## config.mk

```make
export PLATFORM = sky130hd
export DESIGN_NAME = dyn_datapath
export DESIGN_NICKNAME = d
export VERILOG_FILES = /design/src/rtl/dpath_pkg.sv /design/src/rtl/dp_cfg_store.sv /design/src/rtl/dp_alu.sv /design/src/rtl/dp_byte_fifo.sv /design/src/rtl/dyn_datapath.sv
export SDC_FILE = /design/constraint.sdc
export NUM_CORES = 1
export LEC_CHECK = 0
export BUFFER_PORTS_ARGS = -buffer_cell sky130_fd_sc_hd__buf_2
export CAP_MARGIN = 15
export CORE_ASPECT_RATIO = 0.7
export CORE_MARGIN = 2
export CORE_UTILIZATION = 58
export CTS_CLUSTER_DIAMETER = 120
export DETAILED_ROUTE_END_ITERATION = 16
export MAX_ROUTING_LAYER = met4
export PLACE_DENSITY_LB_ADDON = 0.08
export SYNTH_ARGS = -nofsm -noshare
export SYNTH_HDL_FRONTEND = slang
export SYNTH_SLANG_ARGS = --single-unit
```

## constraint.sdc

```tcl
create_clock -name clk -period 18.1 [get_ports clk]
set_clock_uncertainty 0.15 [all_clocks]
set_input_delay 0.905 -clock clk [delete_from_list [all_inputs] [get_ports clk]]
set_output_delay 0.905 -clock clk [all_outputs]
set_load 0.02 [all_outputs]
```

## src/rtl/dpath_pkg.sv

```systemverilog
package dpath_pkg;
  localparam int CFGW = 16;

  typedef enum logic [2:0] {
    FN_PASS, FN_INC, FN_DEC, FN_ADD, FN_SUB, FN_AND, FN_OR, FN_XOR
  } alu_fn_e;

  typedef enum logic [1:0] {SRC_A0, SRC_A1, SRC_D0, SRC_D1} src_e;
  typedef enum logic [1:0] {SH_NONE, SH_LEFT, SH_RIGHT, SH_SWAP} shift_e;
  typedef enum logic [1:0] {DST_NONE, DST_A0, DST_A1, DST_BOTH} dest_e;

  typedef struct packed {
    logic    f1_push_a0;
    logic    f1_pop_d1;
    logic    f0_pop_d0;
    logic    f0_push_res;
    dest_e   dest;
    logic    mask_en;
    shift_e  shift;
    src_e    opb;
    src_e    opa;
    alu_fn_e fn;
  } cfg_word_t;

  localparam logic [2:0] HA_A0   = 3'd0;
  localparam logic [2:0] HA_A1   = 3'd1;
  localparam logic [2:0] HA_D0   = 3'd2;
  localparam logic [2:0] HA_D1   = 3'd3;
  localparam logic [2:0] HA_F0   = 3'd4;
  localparam logic [2:0] HA_F1   = 3'd5;
  localparam logic [2:0] HA_MASK = 3'd6;
  localparam logic [2:0] HA_ERR  = 3'd7;
endpackage

```

## src/rtl/dp_cfg_store.sv

```systemverilog
module dp_cfg_store #(
  parameter int W  = 16,
  parameter int N  = 8,
  parameter int AW = $clog2(N)
) (
  input  logic          clk,
  input  logic          rst_n,
  input  logic          we,
  input  logic [AW-1:0] waddr,
  input  logic [W-1:0]  wdata,
  input  logic [AW-1:0] sel,
  output logic [W-1:0]  rdata
);
  logic [W-1:0] word_q [N];
  logic [W-1:0] word_d [N];

  for (genvar g = 0; g < N; g++) begin : g_word
    always_comb begin
      word_d[g] = word_q[g];
      if (we && (waddr == AW'(g))) word_d[g] = wdata;
    end

    always_ff @(posedge clk or negedge rst_n) begin
      if (!rst_n) word_q[g] <= '0;
      else        word_q[g] <= word_d[g];
    end
  end

  assign rdata = word_q[sel];
endmodule

```

## src/rtl/dp_alu.sv

```systemverilog
module dp_alu
  import dpath_pkg::*;
#(
  parameter int W = 8
) (
  input  logic [W-1:0] opa,
  input  logic [W-1:0] opb,
  input  logic [W-1:0] mask,
  input  alu_fn_e      fn,
  input  shift_e       shift,
  input  logic         mask_en,
  output logic [W-1:0] res,
  output logic         carry,
  output logic         zero
);
  localparam int HW = W / 2;

  logic [W:0]   wide;
  logic [W-1:0] sh;

  always_comb begin
    unique case (fn)
      FN_PASS: wide = {1'b0, opa};
      FN_INC:  wide = {1'b0, opa} + {{W{1'b0}}, 1'b1};
      FN_DEC:  wide = {1'b0, opa} - {{W{1'b0}}, 1'b1};
      FN_ADD:  wide = {1'b0, opa} + {1'b0, opb};
      FN_SUB:  wide = {1'b0, opa} - {1'b0, opb};
      FN_AND:  wide = {1'b0, opa & opb};
      FN_OR:   wide = {1'b0, opa | opb};
      FN_XOR:  wide = {1'b0, opa ^ opb};
      default: wide = '0;
    endcase
  end

  always_comb begin
    unique case (shift)
      SH_NONE:  sh = wide[W-1:0];
      SH_LEFT:  sh = {wide[W-2:0], 1'b0};
      SH_RIGHT: sh = {1'b0, wide[W-1:1]};
      SH_SWAP:  sh = {wide[HW-1:0], wide[W-1:HW]};
      default:  sh = wide[W-1:0];
    endcase
  end

  assign res   = mask_en ? (sh & mask) : sh;
  assign carry = wide[W];
  assign zero  = (res == '0);
endmodule

```

## src/rtl/dp_byte_fifo.sv

```systemverilog
module dp_byte_fifo #(
  parameter int W     = 8,
  parameter int DEPTH = 4
) (
  input  logic         clk,
  input  logic         rst_n,
  input  logic         push,
  input  logic         pop,
  input  logic [W-1:0] din,
  output logic [W-1:0] dout,
  output logic         empty,
  output logic         full,
  output logic         push_rej,
  output logic         pop_rej
);
  localparam int AW = (DEPTH > 1) ? $clog2(DEPTH) : 1;
  localparam int CW = $clog2(DEPTH + 1);

  logic [W-1:0]  mem_q [DEPTH];
  logic [AW-1:0] wp_q, wp_d, rp_q, rp_d;
  logic [CW-1:0] cnt_q, cnt_d;
  logic          push_ok, pop_ok;

  assign empty    = (cnt_q == '0);
  assign full     = (cnt_q == CW'(DEPTH));
  assign push_ok  = push && !full;
  assign pop_ok   = pop && !empty;
  assign push_rej = push && full;
  assign pop_rej  = pop && empty;
  assign dout     = mem_q[rp_q];

  always_comb begin
    wp_d  = wp_q;
    rp_d  = rp_q;
    cnt_d = cnt_q;
    if (push_ok) wp_d = (wp_q == AW'(DEPTH - 1)) ? '0 : wp_q + 1'b1;
    if (pop_ok)  rp_d = (rp_q == AW'(DEPTH - 1)) ? '0 : rp_q + 1'b1;
    if (push_ok && !pop_ok) cnt_d = cnt_q + 1'b1;
    if (pop_ok && !push_ok) cnt_d = cnt_q - 1'b1;
  end

  always_ff @(posedge clk or negedge rst_n) begin
    if (!rst_n) begin
      wp_q  <= '0;
      rp_q  <= '0;
      cnt_q <= '0;
    end else begin
      wp_q  <= wp_d;
      rp_q  <= rp_d;
      cnt_q <= cnt_d;
    end
  end

  always_ff @(posedge clk) begin
    if (push_ok) mem_q[wp_q] <= din;
  end
endmodule

```

## src/rtl/dyn_datapath.sv

```systemverilog
module dyn_datapath
  import dpath_pkg::*;
#(
  parameter int DW    = 8,
  parameter int DEPTH = 4,
  parameter int NCFG  = 8,
  parameter int SELW  = $clog2(NCFG)
) (
  input  logic            clk,
  input  logic            rst_n,
  input  logic [SELW-1:0] cfg_sel,
  input  logic            cfg_we,
  input  logic [SELW-1:0] cfg_waddr,
  input  logic [CFGW-1:0] cfg_wdata,
  input  logic            host_wr,
  input  logic            host_rd,
  input  logic [2:0]      host_addr,
  input  logic [DW-1:0]   host_wdata,
  output logic [DW-1:0]   host_rdata,
  output logic            a0_eq_d0,
  output logic            a0_lt_d0,
  output logic            a1_eq_d1,
  output logic            a1_lt_d1,
  output logic            zero_flag,
  output logic            carry_flag,
  output logic            f0_empty,
  output logic            f0_full,
  output logic            f1_empty,
  output logic            f1_full
);
  localparam int NQ   = 2;
  localparam int ERRW = 2 * NQ;

  // reset: asserted at once, released after two clock edges
  logic [1:0] rst_sync_q;
  logic       srst_n;

  always_ff @(posedge clk or negedge rst_n) begin
    if (!rst_n) rst_sync_q <= 2'b00;
    else        rst_sync_q <= {rst_sync_q[0], 1'b1};
  end
  assign srst_n = rst_sync_q[1];

  // active control word
  logic [CFGW-1:0] cw_raw;
  cfg_word_t       cw;

  dp_cfg_store #(.W(CFGW), .N(NCFG), .AW(SELW)) u_cfg (
    .clk   (clk),
    .rst_n (srst_n),
    .we    (cfg_we),
    .waddr (cfg_waddr),
    .wdata (cfg_wdata),
    .sel   (cfg_sel),
    .rdata (cw_raw)
  );
  assign cw = cfg_word_t'(cw_raw);

  // working registers
  logic [DW-1:0]   a0_q, a1_q, d0_q, d1_q, mask_q;
  logic [DW-1:0]   a0_d, a1_d, d0_d, d1_d, mask_d;
  logic [ERRW-1:0] err_q, err_d, err_clr;
  logic            a0_en, a1_en, d0_en, d1_en, mask_en_r, err_en;

  // operand selection
  logic [DW-1:0] opa, opb;

  function automatic logic [DW-1:0] pick(input src_e s, input logic [DW-1:0] r0,
                                         input logic [DW-1:0] r1, input logic [DW-1:0] r2,
                                         input logic [DW-1:0] r3);
    unique case (s)
      SRC_A0:  pick = r0;
      SRC_A1:  pick = r1;
      SRC_D0:  pick = r2;
      SRC_D1:  pick = r3;
      default: pick = r0;
    endcase
  endfunction

  assign opa = pick(cw.opa, a0_q, a1_q, d0_q, d1_q);
  assign opb = pick(cw.opb, a0_q, a1_q, d0_q, d1_q);

  logic [DW-1:0] alu_res;

  dp_alu #(.W(DW)) u_alu (
    .opa     (opa),
    .opb     (opb),
    .mask    (mask_q),
    .fn      (cw.fn),
    .shift   (cw.shift),
    .mask_en (cw.mask_en),
    .res     (alu_res),
    .carry   (carry_flag),
    .zero    (zero_flag)
  );

  // host decode
  logic hw_a0, hw_a1, hw_d0, hw_d1, hw_mask, hw_err;
  logic hw_q [NQ];
  logic hr_q [NQ];

  assign hw_a0   = host_wr && (host_addr == HA_A0);
  assign hw_a1   = host_wr && (host_addr == HA_A1);
  assign hw_d0   = host_wr && (host_addr == HA_D0);
  assign hw_d1   = host_wr && (host_addr == HA_D1);
  assign hw_mask = host_wr && (host_addr == HA_MASK);
  assign hw_err  = host_wr && (host_addr == HA_ERR);
  assign hw_q[0] = host_wr && (host_addr == HA_F0);
  assign hw_q[1] = host_wr && (host_addr == HA_F1);
  assign hr_q[0] = host_rd && (host_addr == HA_F0);
  assign hr_q[1] = host_rd && (host_addr == HA_F1);

  // queues: index 0 takes ALU results, index 1 takes A0
  logic          dp_push [NQ];
  logic          dp_pop  [NQ];
  logic [DW-1:0] dp_din  [NQ];
  logic          q_push  [NQ];
  logic          q_pop   [NQ];
  logic [DW-1:0] q_din   [NQ];
  logic [DW-1:0] q_dout  [NQ];
  logic          q_empty [NQ];
  logic          q_full  [NQ];
  logic          q_prej  [NQ];
  logic          q_orej  [NQ];

  assign dp_push[0] = cw.f0_push_res;
  assign dp_pop[0]  = cw.f0_pop_d0;
  assign dp_din[0]  = alu_res;
  assign dp_push[1] = cw.f1_push_a0;
  assign dp_pop[1]  = cw.f1_pop_d1;
  assign dp_din[1]  = a0_q;

  for (genvar i = 0; i < NQ; i++) begin : g_q
    assign q_push[i] = hw_q[i] || dp_push[i];
    assign q_pop[i]  = hr_q[i] || dp_pop[i];
    assign q_din[i]  = hw_q[i] ? host_wdata : dp_din[i];

    dp_byte_fifo #(.W(DW), .DEPTH(DEPTH)) u_fifo (
      .clk      (clk),
      .rst_n    (srst_n),
      .push     (q_push[i]),
      .pop      (q_pop[i]),
      .din      (q_din[i]),
      .dout     (q_dout[i]),
      .empty    (q_empty[i]),
      .full     (q_full[i]),
      .push_rej (q_prej[i]),
      .pop_rej  (q_orej[i])
    );
  end

  // next state; host writes applied last so they win
  always_comb begin
    a0_en     = (cw.dest == DST_A0) || (cw.dest == DST_BOTH) || hw_a0;
    a1_en     = (cw.dest == DST_A1) || (cw.dest == DST_BOTH) || hw_a1;
    d0_en     = (cw.f0_pop_d0 && !q_empty[0]) || hw_d0;
    d1_en     = (cw.f1_pop_d1 && !q_empty[1]) || hw_d1;
    mask_en_r = hw_mask;
    a0_d      = hw_a0 ? host_wdata : alu_res;
    a1_d      = hw_a1 ? host_wdata : alu_res;
    d0_d      = hw_d0 ? host_wdata : q_dout[0];
    d1_d      = hw_d1 ? host_wdata : q_dout[1];
    mask_d    = host_wdata;
    err_clr   = hw_err ? host_wdata[ERRW-1:0] : '0;
    err_d     = (err_q & ~err_clr) | {q_orej[1], q_prej[1], q_orej[0], q_prej[0]};
    err_en    = hw_err || q_prej[0] || q_orej[0] || q_prej[1] || q_orej[1];
  end

  always_ff @(posedge clk or negedge srst_n) begin
    if (!srst_n) begin
      a0_q   <= '0;
      a1_q   <= '0;
      d0_q   <= '0;
      d1_q   <= '0;
      mask_q <= '1;
      err_q  <= '0;
    end else begin
      if (a0_en)     a0_q   <= a0_d;
      if (a1_en)     a1_q   <= a1_d;
      if (d0_en)     d0_q   <= d0_d;
      if (d1_en)     d1_q   <= d1_d;
      if (mask_en_r) mask_q <= mask_d;
      if (err_en)    err_q  <= err_d;
    end
  end

  // host read mux
  always_comb begin
    unique case (host_addr)
      HA_A0:   host_rdata = a0_q;
      HA_A1:   host_rdata = a1_q;
      HA_D0:   host_rdata = d0_q;
      HA_D1:   host_rdata = d1_q;
      HA_F0:   host_rdata = q_empty[0] ? '0 : q_dout[0];
      HA_F1:   host_rdata = q_empty[1] ? '0 : q_dout[1];
      HA_MASK: host_rdata = mask_q;
      default: host_rdata = {{(DW-ERRW){1'b0}}, err_q};
    endcase
  end

  assign a0_eq_d0 = (a0_q == d0_q);
  assign a0_lt_d0 = (a0_q <  d0_q);
  assign a1_eq_d1 = (a1_q == d1_q);
  assign a1_lt_d1 = (a1_q <  d1_q);
  assign f0_empty = q_empty[0];
  assign f0_full  = q_full[0];
  assign f1_empty = q_empty[1];
  assign f1_full  = q_full[1];
endmodule

```

### Word-level counts from Yosys, hierarchy flattened

Memory sizes are Yosys's and may differ from the RTL's.
Index checks and enable logic that the tools add are counted.
Widths: inputs -> output; s select.

* add/subtract/negate cells: 12
* order comparisons: 3
* eq/ne operators: 41
* multiplexer cells: 30
* bitwise logic cells: 8
* reductions and logical operators: 65

Operators with widths (number)
* $pmux 8 s4: 3
* $mux 8: 9
* $pmux 9 s8: 1
* $pmux 8 s7: 1
* $bmux 16 s3: 1
* $eq 3x3->1 const B: 14
* $logic_and 1x1->1: 32
* $mux 16: 2
* $eq 2x2->1 const B: 12
* $eq 3x2->1 const B: 6
* $and 8x8->8: 2
* $eq 8x8->1: 2
* $lt 8x8->1: 2
* $logic_not 3->1: 5
* $logic_or 1x1->1: 14
* $mux 3: 4
* $add 8x1->9 const B: 1
* $add 8x8->9: 1
* $eq 3x1->1 const B: 3
* $sub 8x1->9 const B: 1
* $sub 8x8->9: 1
* $add 2x1->2 const B: 4
* $eq 2x1->1 const B: 4
* $logic_not 1->1: 8
* other kinds (15): 26

* register bits: 188
* memory bits (writable): 64
* input port bits: 38
* output and inout port bits: 18
* logic and storage cells: 182
* memories: 2

Memories
* g_q[0].u_fifo.mem_q: words 4, bits a word 8, rd ports 1, clocked after Yosys merged registers in 0, wr ports 1, RTL line dp_byte_fifo.sv:19 `logic [W-1:0] mem_q [DEPTH];`
* g_q[1].u_fifo.mem_q: words 4, bits a word 8, rd ports 1, clocked after Yosys merged registers in 0, wr ports 1, RTL line dp_byte_fifo.sv:19

### Longest topological paths before layout

Gate-level depths: netlist (run 1).

* word-level depth: 12
* gate-level depth with buffers: 23
* depth with buffers taken out: 20

### Hierarchy

A second synthesis (run 1) with hierarchy kept.

* cells, all modules: 1114
* area total of the unflattened synthesis: 14781.7 um^2

Modules (own cells, without submodules)
* dp_cfg_store: times used 1, cells an instance 336, area each 5933.2 um^2, seq. area each 3203.1 um^2
* dyn_datapath: times used 1, cells an instance 352, area each 3708.6 um^2, seq. area each 1161.1 um^2
* dp_byte_fifo: times used 2, cells an instance 84, area each 1646.6 um^2, seq. area each 1136.1 um^2
* dp_alu: times used 1, cells an instance 258, area each 1846.8 um^2, seq. area each 0.0 um^2

### Worst setup path before layout (run 1)

No wires, ideal clock.

* path type: input -> output
* from: in cfg_sel[1]
* to: out zero_flag
* arrival time: 5789 ps
* path slack: 11256 ps
* stages: 22
* path buffers: 3
* cells stage by stage: buf_6 > buf_6 > mux4_2 > mux2i_4 > buf_2 > mux2i_1 > mux2i_1 > inv_1 > ha_1 > nand2_1 > a21o_1 > inv_1 > fa_1 > nand2b_1 > a211oi_1 > o311a_1 > a21oi_1 > a221oi_2 > a211oi_2 > o32ai_2 > nand3_1 > nor4bb_1

* word-level cells in the longest chain between the ends: 12

Ends and longest elaborated chain
* start, declared: RTL line dyn_datapath.sv:11 `input logic [SELW-1:0] cfg_sel,`
* $not 3->4 (implied by the code) *: RTL line dp_cfg_store.sv:29 `assign rdata = word_q[sel];`
* $bmux 16 s3 *: RTL line dp_cfg_store.sv:29
* $mux 16 (implied by the code) * (2 in series): RTL line dp_cfg_store.sv:29
* $eq 2x2->1, or another cell as far along: RTL line dyn_datapath.sv:71 `unique case (s)`
* $pmux 8 s4: RTL line dyn_datapath.sv:71
* $sub 8x8->9, or another cell as far along: RTL line dp_alu.sv:27 `FN_SUB: wide = {1'b0, opa} - {1'b0, opb};`
* $pmux 9 s8: RTL line dp_alu.sv:22 `unique case (fn)`
* $pmux 8 s4: RTL line dp_alu.sv:36 `unique case (shift)`
* $and 8x8->8: RTL line dp_alu.sv:45 `assign res = mask_en ? (sh & mask) : sh;`
* $mux 8 *: RTL line dp_alu.sv:45
* $logic_not 8->1 *: RTL line dp_alu.sv:47 `assign zero = (res == '0);`
* end, declared: RTL line dyn_datapath.sv:24 `output logic zero_flag,`

Mark *: on every way between the ends. The rest lies on a longest branch, timed or not. The select of a mux whose other input is x is not followed.

### Final worst setup path (run 1)

Ends and elaborated chain as after synthesis.

==> impl_metrics.toml, run 1 <==
[clock_network]
cts_tree = "done"
clkLatencyLatePin_ps = 550
cts-root-buf = "clkbuf_16"
cts_made_buffers = 25
htree_levels = 1
post_cts_resized = 0
hold_buffers = 1
clockBufferDepth = 3
cts_setup_buffers = 0
cts_sinks = 252
path_clk_slew_ps = 60

[timing]
fmaxAchievable_mhz = 120
slew_headroom = 0.299
tightest_slew_ps = 1050
layout_min_cycle_time_ps = 8320
finalSetupTns_ps = 0
setup_violations = 0
setup_ws_ps = 9780
finalCritPeriodShare = 0.460
hold_viol = 0
drv_slew = 0
rsz0062_at_grt = "false"

[floorplan]
die_area_mm2 = 0.0258
die_h_um = 135
rows = 47
die_w_um = 191
core_mm2 = 0.0239
start_util = 0.595
pin_count = 56

[global_route]
gr-total-overflow = 0
grt_pass1_wl_mm = 57.0
track_usage = 0.302
grt_max_degree = 74
grt_pass1_vias = 9492
grt_antenna_before_repair = 0

[cells_and_area]
fillers = 1838
num-nets-final = 1283
areaGrowthSynthToFinish_pct = 9.82
insertedDiodeCount = 0
drive_gt1_frac = 0.306

[route]
drcViolationCount = 0
num_vias = 9543
first_pass_iters = 5
postRouteAntennaNets = 0
drt-initial-drc-count = 846
drt-vias-per-instance = 6.25
wl_per_cell_um = 23.6
routed_wl_mm = 36.1

[pwr]
p_comb_frac = 0.458
ir_drop_v = 0.000113
p_seq_frac = 0.355
p_leak_nw = 6.66
pwr-share-clk = 0.187
switchingPower_w = 0.00110
switching_share = 0.406
power_density_mw_per_mm2 = 174
intPower_w = 0.00161

[setup_path]
end_kind = "primary output"
cp-endpoint = "zero_flag"
cp.required_ps = 17050
worstRegToRegCells = 19
crit_start = "cfg_sel[1]"
crit_path_max_incr_delay_ps = 720
reg2reg_from = "u_cfg.word_q[86]"
r2r-end = "g_q[0].u_fifo.mem_q[1][3]"
crit_arrival_ps = 7270
cp-start-kind = "input pin"
crit_type = "in -> out"
ff2ff_setup_slack_ps = 12460
crit_fanout = 31
path_cells = "buf_2 -> mux4_2 -> mux2i_4 -> mux2i_1 -> mux2i_1 -> inv_1 -> ha_1 -> nand2_1 -> a21o_1 -> inv_1 -> fa_1 -> nand2b_1 -> a211oi_1 -> o311a_1 -> a21oi_1 -> a221oi_2 -> a211oi_2 -> o32ai_2 -> nand3_1 -> nor4bb_1 -> buf_2"
critPathSlowestCell = "nor4bb_1"

[synthesis]
synthCells = 1143
ys_types = 76
ys.flop_type = "dfrtp_1"
synth_edf_count = 64
yosysWarnings = 0
synth.avg_cell_area_um2 = 12.4
netlist_area_mm2 = 0.0142
synth_seq_area_share = 0.467
syn_nets = 1236
ys_ff_latch = 252
ys_async_sr_fraction = 0.746

[place]
gp_congestion = 0.945
dp_worst_setup_slack_ps = 9870
portBuffers = 55
dp.final_hpwl_mm = 25.8

[run]
drv_cap = 0

[status]
status = "finished, final reports clean"

[hold_path]
hp-class = "reg -> async"
==> cells in the mapped netlist (all sizes together) (3+ instances only) <==
master  instances  area, µm²
dfrtp         180       4500
mux2          163       1840
mux2i          87        912
nor2           69        262
edfxtp         64       1920
nand2          64        240
inv            60        225
o21ai          55        279
mux4           54       1220
ha             52        651
a21oi          39        199
clkbuf         32        120
buf            25        149
nor3           22        126
a211oi         12        110
a22oi          10       80.1
nand3          10       50.1
xnor2          10       87.6
a21o            9       67.6
and2            9       56.3
nand4           9       56.3
dfstp           8        210
nand2b          8       50.1
nor2b           8       50.1
a31oi           7       43.8
o32ai           6       60.1
xor2            6       52.6
and3            5       31.3
a211o           4       35.0
nand3b          4       30.0
nand4b          4       35.0
nor3b           4       30.0
a221o           3       30.0
fa              3       60.1
o22ai           3       18.8
o31ai           3       22.5
or2             3       18.8
or3             3       18.8
==> area by class of cell <==
cell class / count / area [µm²] / share of cell area
Timing Repair Buffer: 77 / 443 / 0.0284
Sequential cell: 252 / 6640 / 0.426
Inverter: 60 / 225 / 0.0144
Clock inverter: 17 / 130 / 0.00834
Clock buffer: 29 / 661 / 0.0423
Multi-Input combinational cell: 774 / 7110 / 0.455
Tap cell: 318 / 398 / 0.0255
==> flip-flops by register name, summed over array words and instances, names as in the netlist, 4 cells and up <==
register          count
a0_q                  8
a1_q                  8
d0_q                  8
d1_q                  8
err_q                 4
g_q.u_fifo.cnt_q      6
g_q.u_fifo.mem_q     64
g_q.u_fifo.rp_q       4
g_q.u_fifo.wp_q       4
mask_q                8
u_cfg.word_q        128
==> metal layers <==
metal  up-vias  routed length (µm)  global-route usage
li1       4334                   -                   -
met1      4848               17900               0.477
met2       315               14900               0.401
met3        46                2740              0.0637
met4         0                 532              0.0577
met5         -                   0                   -
==> metrics by stage <==
step	cell area, µm²	power (W)	hold WS [ps]	util	std cells
after detailed placement	14800	0.00219	195	0.620	1480
after global placement	14800	0.00217	183	0.620	1480
after floorplan	14200	0.00182	181	-	1143
after CTS	15600	0.00270	204	0.654	1527
after global routing	15600	0.00289	227	0.654	1527
final	15600	0.00271	180	0.654	1527
==> how the worst min path moves through the flow <==
stage / start / endpoint / slack [ps]
6_report: rst_sync_q[1] / u_cfg.word_q[121] / 180
5_1_grt: rst_sync_q[0] / rst_sync_q[1] / 230
4_1_cts: rst_sync_q[1] / u_cfg.word_q[123] / 200
3_5_place_dp: rst_sync_q[1] / u_cfg.word_q[9] / 190
3_3_place_gp: rst_sync_q[0] / rst_sync_q[1] / 180
2_1_floorplan: rst_sync_q[0] / rst_sync_q[1] / 180
==> kinds of logic after synthesis <==
| logic type | count (synthesis) | synth area share |
|---|---|---|
| other | 1 | 0.000264 |
| muxes | 304 | 0.279 |
| AOI/OAI and AO/OA | 170 | 0.0806 |
| adders and majority gates | 56 | 0.0508 |
| buffers and inverters | 117 | 0.0348 |
| DFF | 252 | 0.467 |
| and+or+nand+nor | 227 | 0.0772 |
| xor gates and xnor gates | 16 | 0.00986 |
==> cell usage in the layout, fill, tap and decap left out, types with 4 or more instances in the layout <==
cell type	synthesis	routed
a211o_1	4	4
a211oi_1	8	8
a211oi_2	4	4
a21o_1	9	9
a21oi_1	38	38
a22oi_1	9	9
a31oi_1	7	7
and2_1	9	9
and3_1	5	5
buf_2	8	55
buf_4	2	21
clkbuf_16	0	25
clkinv_1	0	5
clkinv_2	0	7
dfrtp_1	180	179
dfstp_2	8	8
edfxtp_1	64	64
ha_1	52	52
inv_1	60	60
mux2_2	161	161
mux2i_1	83	82
mux4_2	53	53
nand2_1	64	64
nand2b_1	8	8
nand3_1	10	10
nand3b_1	4	4
nand4_1	9	9
nand4b_1	4	4
nor2_1	68	68
nor2b_1	8	8
nor3_1	20	17
nor3_2	1	4
o21ai_0	51	51
o32ai_1	5	5
xnor2_1	10	10
xor2_1	6	6
==> power by group through the flow <==
stage | combinational (W) | clock, W | sequential, W
finish | 0.00124 | 0.000506 | 0.000962
global route | 0.00137 | 0.000538 | 0.000979
CTS | 0.00123 | 0.000514 | 0.000956
detailed placement | 0.00122 | 0 | 0.000965
global placement | 0.00120 | 0 | 0.000961
floorplan | 0.000945 | 0 | 0.000876
==> critical path, delay by kind of cell <==
kind                     cells  cell delay (ps)
multiplexers                 4             1780
AO/OA/AOI/OAI                7             1560
buffers and inverters        4             1210
AND/OR/NAND/NOR              4             1100
adder cells (fa/ha/maj)      2              700
Power figures use the tool's default switching activity.
==> run 2, diff against run 1 <==
clock period = 7.7 ns   (was 18.1 ns; I/O delays follow)
==> run 2 against run 1 <==
Clock power rose by 130%. Hold slack worse by 160 ps. Non-clock buffer count increased by 4. Critical path type is now reg -> out. Wire length up 1.1%. Highest routed layer unchanged. Count of clock-buffer cells in the layout rose by 6. Final cell count grew 0.20%. Critical path depth down 1. Sequential power grew 140%. Core utilization is 0.079 points higher.
==> impl_metrics.toml, run 2 (synthesis gave the netlist of run 1 again) <==
[global_route]
grt_pass1_wl_mm = 57.2
grt_max_degree = 78
gr-total-overflow = 0
grt_pass1_vias = 9373
track_usage = 0.302
grt_antenna_before_repair = 1

[route]
drcViolationCount = 0
routed_wl_mm = 36.5
num_vias = 9710
drt-initial-drc-count = 967
first_pass_iters = 5
postRouteAntennaNets = 0
drt-vias-per-instance = 6.35
wl_per_cell_um = 23.8

[pwr]
ir_drop_v = 0.000249
power_w = 0.00639
power_density_mw_per_mm2 = 409
p_leak_nw = 6.67

[cells_and_area]
num-nets-final = 1286
drive_gt1_frac = 0.304
layout_commonest_cell = "dfrtp_1"
areaGrowthSynthToFinish_pct = 9.95
fillers = 1893
largest_reg_flops = 128
final_cell_mix = "179 x dfrtp_1, 161 x mux2_2, 82 x mux2i_1"
max_flop_register = "u_cfg.word_q"
final_cell_area_mm2 = 0.0156
largestRegisters = "u_cfg.word_q: 128 flops, g_q.u_fifo.mem_q: 64 flops"

[timing]
setup_violations = 0
hold_viol = 0
finalCritPeriodShare = 0.901
fmaxAchievable_mhz = 144
layout_min_cycle_time_ps = 6930
drv_slew = 0
rsz0062_at_grt = "false"
tightest_slew_ps = 1130
finalSetupTns_ps = 0
slew_headroom = 0.241

[place]
portBuffers = 55
place_area_mm2 = 0.0148
dp.final_hpwl_mm = 26.3
gp_congestion = 0.947

[clock_network]
path_clk_slew_ps = 70
cts_setup_buffers = 0
post_cts_resized = 0
clockBufferDepth = 3
htree_levels = 1
cts_tree = "done"
clkLatencyLatePin_ps = 540
cts-root-buf = "clkbuf_16"
hold_buffers = 3
cts_sinks = 252
cts_made_buffers = 24

[floorplan]
rows = 47
start_util = 0.595
core_mm2 = 0.0239
die_h_um = 135
die_w_um = 191
die_area_mm2 = 0.0258
pin_count = 56

[setup_path]
cp-start-kind = "flip-flop"
crit_type = "reg -> out"
crit_arrival_ps = 6400
end_kind = "primary output"
cp.required_ps = 7160
crit_fanout = 17

[hold_path]
hp-class = "in -> reg"

[status]
status = "finished, final reports clean"

[run]
drv_cap = 0
==> run 2: cell types whose count changed in the layout (fill, tap and decap cells not counted), moves of 2 or more <==
| cell | change |
|---|---|
| clkinv_2 | -3 |
| dlygate4sd3_1 | +2 |
| clkinv_1 | -4 |
| clkbuf_1 | +6 |
| buf_4 | +2 |
==> run 2: layout make-up <==
class	count	area, µm²	area share
multi-input cells	774	7110	0.455
flip-flops and latches	252	6640	0.425
clock buffers	35	672	0.0430
repair buffers	81	478	0.0306
well taps	318	398	0.0255
inverters	60	225	0.0144
clock inverters	9	100	0.00641
diodes	1	2.50	0.000160
==> run 2: metal layers <==
metal	vias to the layer above	part of all wire	track usage
met5	-	0	-
met2	381	0.42	0.401
met1	4936	0.48	0.482
met3	49	0.086	0.0624
li1	4344	-	-
met4	0	0.016	0.0513
==> run 2: stage by stage <==
stage          utilization  hold slack [ps]  setup slack, ps  std cells
3_3_place_gp         0.621             20.5             1020       1482
6_report             0.654             17.2              765       1530
3_5_place_dp         0.621             21.3              950       1482
2_1_floorplan            -            -60.6             1900       1143
5_1_grt              0.654             3.12              425       1530
4_1_cts              0.654            0.884              897       1529
==> run 2: worst paths after layout <==
check	cells past startpoint	slack (ps)	from	end
hold reg to reg	0	200	rst_sync_q[1]	u_cfg.word_q[46]
setup reg to reg	20	2100	u_cfg.word_q[22]	g_q[0].u_fifo.mem_q[0][3]
min in group asynchronous	0	200	rst_sync_q[1]	u_cfg.word_q[46]
max in group asynchronous	1	5740	rst_sync_q[1]	d1_q[7]
hold / removal	3	20	host_wdata[1]	d0_q[1]
setup / recovery	20	770	u_cfg.word_q[22]	zero_flag
==> run 2: critical path, stage by stage (launching register included) <==
cell	delay, ps
dfrtp_1	390
mux4_2	500
mux2i_4	620
mux2i_1	170
mux2i_1	300
inv_1	140
ha_1	290
nand2_1	60
a21o_1	130
inv_1	60
fa_1	420
nand2b_1	180
a211oi_1	290
o311a_1	220
a21oi_1	60
a221oi_2	440
a211oi_1	160
a22oi_2	320
nand3_1	120
nor4bb_1	690
buf_2	290
==> run 2: report_power, final <==
part           switching (W)  total, W  internal, W
combinational        0.00167   0.00295      0.00128
sequential          0.000411   0.00227      0.00185
clock               0.000527   0.00117     0.000646
